$ cat config.mk
export PLATFORM = sky130hd
export DESIGN_NAME = sc_clkgen_top
export DESIGN_NICKNAME = d
export VERILOG_FILES = /design/src/rtl/sc_clk_pkg.sv /design/src/rtl/sc_fsel_reg.sv /design/src/rtl/sc_clk_chan.sv /design/src/rtl/sc_clkgen_top.sv
export SDC_FILE = /design/constraint.sdc
export NUM_CORES = 1
export LEC_CHECK = 0
export ABC_AREA = 1
export BUFFER_PORTS_ARGS = -buffer_cell sky130_fd_sc_hd__buf_2
export CORE_MARGIN = 2
export CORE_UTILIZATION = 40
export DETAILED_ROUTE_END_ITERATION = 10
export GPL_TIMING_DRIVEN = 1
export PLACE_DENSITY = 0.61
export RECOVER_POWER = 50
export SKIP_CTS_REPAIR_TIMING = 1
export SYNTH_ARGS = -nofsm -noshare
export SYNTH_HDL_FRONTEND = slang
export SYNTH_SLANG_ARGS = --single-unit
export TNS_END_PERCENT = 20
$ cat constraint.sdc
create_clock -name clk -period 1.1 [get_ports clk]
set_input_delay 0.165 -clock clk [delete_from_list [all_inputs] [get_ports clk]]
set_output_delay 0.165 -clock clk [all_outputs]
set_load 0.01 [all_outputs]
$ cat src/rtl/sc_clk_pkg.sv
// Shared constants for the smart card clock generator.
// Assumes exactly two channels: index 0 is internal, index 1 is external.
package sc_clk_pkg;
    localparam int DEF_FSEL_W     = 6;
    localparam int DEF_REG_W      = 8;
    localparam int DEF_RESET_CODE = 12;
    localparam int NUM_CH         = 2;
    localparam int ADDR_W         = 1;
    localparam int CH_INT         = 0;
    localparam int CH_EXT         = 1;
endpackage

$ cat src/rtl/sc_fsel_reg.sv
// Frequency-select register for one channel.
// It captures the low FSEL_W bits of a write to its own address.
// It assumes REG_W >= FSEL_W; the upper bits are not stored.
module sc_fsel_reg #(
    parameter int FSEL_W     = 6,
    parameter int ADDR_W     = 1,
    parameter int MY_ADDR    = 0,
    parameter int RESET_CODE = 12
) (
    input  logic              clk,
    input  logic              rst_n,
    input  logic              wr,
    input  logic [ADDR_W-1:0] addr,
    input  logic [FSEL_W-1:0] wdata,
    output logic [FSEL_W-1:0] code
);
    // Hold the pending code; reset loads the default.
    always_ff @(posedge clk) begin
        if (!rst_n)
            code <= RESET_CODE[FSEL_W-1:0];
        else if (wr && (addr == ADDR_W'(MY_ADDR)))
            code <= wdata;
    end
endmodule

$ cat src/rtl/sc_clk_chan.sv
// One clock channel: a prescaler by (E+1) followed by a toggle stage.
// E is the active code, with 0 treated as 1.
// The pending code moves into the active code only when the card clock
// falls (terminal count while the clock is high), so every period is
// built from a single divisor. Tick and card clock are both flip-flop outputs.
module sc_clk_chan #(
    parameter int FSEL_W     = 6,
    parameter int RESET_CODE = 12
) (
    input  logic              clk,
    input  logic              rst_n,
    input  logic [FSEL_W-1:0] pend_code,
    output logic              tick,
    output logic              cclk
);
    logic [FSEL_W-1:0] act_code;
    logic [FSEL_W-1:0] eff_code;
    logic [FSEL_W-1:0] cnt;
    logic              term;

    // Map a code of zero onto a code of one.
    always_comb eff_code = (act_code == '0) ? FSEL_W'(1) : act_code;

    // Terminal count of the prescaler.
    always_comb term = (cnt == eff_code);

    // Prescaler, tick, toggle stage and divisor hand-over.
    always_ff @(posedge clk) begin
        if (!rst_n) begin
            cnt      <= '0;
            tick     <= 1'b0;
            cclk     <= 1'b0;
            act_code <= RESET_CODE[FSEL_W-1:0];
        end else begin
            cnt  <= term ? '0 : cnt + 1'b1;
            tick <= term;
            if (term)
                cclk <= ~cclk;
            if (term && cclk)
                act_code <= pend_code;
        end
    end
endmodule

$ cat src/rtl/sc_clkgen_top.sv
// Two-channel smart card clock generator with a small register bus.
// Address 0 is the internal channel and address 1 is the external channel.
// Reads are combinational from the pending registers.
module sc_clkgen_top
    import sc_clk_pkg::*;
#(
    parameter int FSEL_W     = DEF_FSEL_W,
    parameter int REG_W      = DEF_REG_W,
    parameter int RESET_CODE = DEF_RESET_CODE
) (
    input  logic              clk,
    input  logic              rst_n,
    input  logic              bus_wr,
    input  logic [ADDR_W-1:0] bus_addr,
    input  logic [REG_W-1:0]  bus_wdata,
    output logic [REG_W-1:0]  bus_rdata,
    output logic              int_tick,
    output logic              int_cclk,
    output logic              ext_tick,
    output logic              ext_cclk
);
    logic [NUM_CH-1:0][FSEL_W-1:0] pend;
    logic [NUM_CH-1:0]             tick_v;
    logic [NUM_CH-1:0]             cclk_v;
    logic                          unused_hi_bits;

    assign unused_hi_bits = ^bus_wdata[REG_W-1:FSEL_W];

    for (genvar ch = 0; ch < NUM_CH; ch++) begin : g_ch
        sc_fsel_reg #(
            .FSEL_W    (FSEL_W),
            .ADDR_W    (ADDR_W),
            .MY_ADDR   (ch),
            .RESET_CODE(RESET_CODE)
        ) u_reg (
            .clk  (clk),
            .rst_n(rst_n),
            .wr   (bus_wr),
            .addr (bus_addr),
            .wdata(bus_wdata[FSEL_W-1:0]),
            .code (pend[ch])
        );

        sc_clk_chan #(
            .FSEL_W    (FSEL_W),
            .RESET_CODE(RESET_CODE)
        ) u_chan (
            .clk      (clk),
            .rst_n    (rst_n),
            .pend_code(pend[ch]),
            .tick     (tick_v[ch]),
            .cclk     (cclk_v[ch])
        );
    end

    // Read mux: the selected code, zero-extended to the register width.
    always_comb begin
        bus_rdata = '0;
        for (int ch = 0; ch < NUM_CH; ch++)
            if (bus_addr == ADDR_W'(ch))
                bus_rdata[FSEL_W-1:0] = pend[ch];
    end

    assign int_tick = tick_v[CH_INT];
    assign int_cclk = cclk_v[CH_INT];
    assign ext_tick = tick_v[CH_EXT];
    assign ext_cclk = cclk_v[CH_EXT];
endmodule

==> reports/results.ini <==
[final_layout]
final_cell_count_no_fill = 396
fill_cells = 432
area_delta_synth_final_pct = 36.7
nNetsFinal = 356
antenna_cells = 0
post-route-util_pct = 55.9
drive_above_1_share_pct = 38.6
fin_area_um2 = 2610

[setup_path]
crit_family = simple AND/OR/NAND/NOR gates
crit_fanout = 6
cp.required_ps = 1290
crit_type = flop to flop
cp_common_cell = nand2_1
r2r_cells = 9
crit_slowest_cell = dfxtp_1
reg2reg_to = g_ch[1].u_chan.cnt[3]
critPathMaxStageDelay_ps = 400
critPathBufInv = 1
endpoint_kind = flop
arrival_ps = 1520
cp_cell_sequence = inv_1, nand2_1, nand2_1, nor2_1, nand3_1, nor2_2, nand2_2, nand2_4, nor3_2
r2r_setup_slack_ps = -230
reg2reg_from = g_ch[1].u_chan.act_code[2]
worst_setup_path_start_kind = flop

[power]
peakVddDrop_uv = 682
powerDensity_nw_per_um2 = 1230
p_leak_nw = 1.30
power_mw = 3.21

[placement]
dp_cells = 384
place_area_um2 = 2260
pre_cts_ws_ps = -240
gp_congestion = 0.794
numPortBuffers = 19
dpl.hpwl_um = 3080

[min_path]
hold_path.class = primary input to flop
hold_path_depth = 3
hp-start = bus_wdata[2]
min_to = g_ch[1].u_reg.code[2]

[timing]
hold_ws_ps = 98.8
period_share_pct = 121
fin_worst_skew_ps = 6.61
finalHoldViolations = 0
finalCriticalPeriod_ps = 1330
report.final.slew_viol_count = 0
max_freq_ghz = 0.752
rsz0062_at_grt = true
fin_ws_ps = -230
setup_tns_ps = -4460
setup_violations = 28

[routing]
drtIter0Drc = 90
drt_pass1_iterations = 4
drt_wl_total_um = 4400
vias = 1864
drc_errors = 0
vias_per_cell = 4.71
wl_per_cell_um = 11.1
ant_nets = 0

[floorplanning]
die-width_um = 73.0
dieArea_um2 = 5340
initial_core_util_pct = 40.9
die_height_um = 73.0
core-area_um2 = 4660
std_cell_rows = 25
ios = 24

[synthesis]
netlist.area_leader.share_pct = 42.0
syn_area_per_cell_um2 = 6.62
synth_compound_area_share_pct = 3.15
synth_simple_gate_area_share_pct = 39.2
synth_fa_ha_area_share_pct = 1.31
synth_top_family_by_area = simple AND/OR/NAND/NOR gates
yosys.area.top_type = dfxtp_1
synth_area_leaders = dfxtp_1 42%, nand2_1 18%, nor2_1 11%, inv_1 6.7%, nand3_1 5.0%
synth-xor-area-share_pct = 3.67
yosysWarnings = 0
synth.area.mux_share_pct = 0
seq_area_frac_synth_pct = 42.0
synth.distinct_cells = 21
synthCells = 288
synth_seq_cells = 40
synth_area_um2 = 1910

[grt]
grt_max_degree = 30
grt_pass1_vias = 1686
grt_pass1_wl_um = 7130
grt.total_usage_pct = 17.5
antenna_found_initial = 0
grt_remaining_overflow = 0

[run_status]
violations = negative setup slack
outcome = finished, violations left

[clock_tree]
htree_num_levels = 2
cts_sinks = 40
clkLatencyLatePin_ps = 290
clkSlewWorstSetupHoldPaths_ps = 80
clock-root-buffer = clkbuf_8
cts_made_buffers = 5
clockBufferDepth = 2
cts_tree = built

[flow_run]
drv_cap = 0

## cell families after synthesis
family | after synthesis
AND/OR/NAND/NOR | 182
buffers and inverters | 43
flip-flops | 40
AO/OA/AOI/OAI | 12
XOR/XNOR | 8
adder cells (fa/ha/maj) | 2
other | 1
## worst reg2reg max path, delay by kind of cell, from the launching register on
kind | cells | cell delay (ps)
buffers and inverters | 1 | 60
flip-flops | 1 | 400
AND/OR/NAND/NOR | 8 | 770
## layout make-up
class	count	area, µm²	area share [%]
clock buffers	5	68.8	2.64
clock inverters	2	60.1	2.30
inverters	35	134	5.14
multi-input cells	207	1050	40.5
flip-flops and latches	40	850	32.6
well taps	54	67.6	2.59
repair buffers	53	372	14.3
## synth_stat cells
cell type,count
buf_6,4
nor2_2,1
dfxtp_1,40
ha_1,2
buf_2,1
inv_1,34
nand3_1,19
buf_4,2
clkbuf_1,1
inv_2,1
xor2_1,5
conb_1,1
nand4_1,7
nand2_1,90
nand4_2,1
a21oi_1,2
o21ai_0,10
xnor2_1,3
nand2_2,3
nor2_1,58
nor3_1,3
## worst max path at each step
stage | slack, ps | cells after the start | startpoint | to
5_1_grt | -330 | 9 | g_ch[1].u_chan.act_code[4] | g_ch[1].u_chan.cnt[0]
3_5_place_dp | -240 | 7 | g_ch[1].u_chan.act_code[3] | g_ch[1].u_chan.act_code[4]
6_report | -230 | 9 | g_ch[1].u_chan.act_code[2] | g_ch[1].u_chan.cnt[3]
4_1_cts | -260 | 7 | g_ch[1].u_chan.act_code[3] | g_ch[1].u_chan.act_code[4]
2_1_floorplan | -40 | 9 | g_ch[0].u_chan.cnt[3] | g_ch[0].u_chan.act_code[0]
3_3_place_gp | -210 | 9 | g_ch[1].u_chan.act_code[5] | g_ch[1].u_chan.cnt[4]
## routing by layer
layer	GRT usage, %	wire length [µm]	up-vias	part of all wire [%]
li1	-	-	992	-
met1	22.0	2030	828	46
met2	28.5	2140	38	49
met3	4.70	180	6	4.1
met4	6.79	49	0	1.1
met5	0	0	-	0
## flip-flops by register name, summed over array words and instances, names as in the netlist
name / cells
g_ch.u_chan.cclk: 2
g_ch.u_chan.act_code: 12
g_ch.u_chan.tick: 2
g_ch.u_reg.code: 12
g_ch.u_chan.cnt: 12
## placed cells by master (no fill, tap or decap), types with 3 or more instances in the layout
cell type,synthesis,routed
nand2_1,90,79
nor2_1,58,49
buf_4,2,32
inv_1,34,24
dfxtp_2,0,24
buf_2,1,17
nand3_1,19,16
nand2_2,3,11
dfxtp_1,40,11
inv_2,1,10
o21ai_0,10,8
nor2_2,1,8
nand4_1,7,7
xor2_1,5,5
clkbuf_8,0,5
dfxtp_4,0,5
nand2_4,0,3
xnor2_1,3,3
## power breakdown
group	switching, mW	total, mW	internal, mW
logic	0.161	0.281	0.120
clock network	0.502	1.39	0.893
registers	0.0448	1.54	1.49
(Power assumes the default switching activity.)
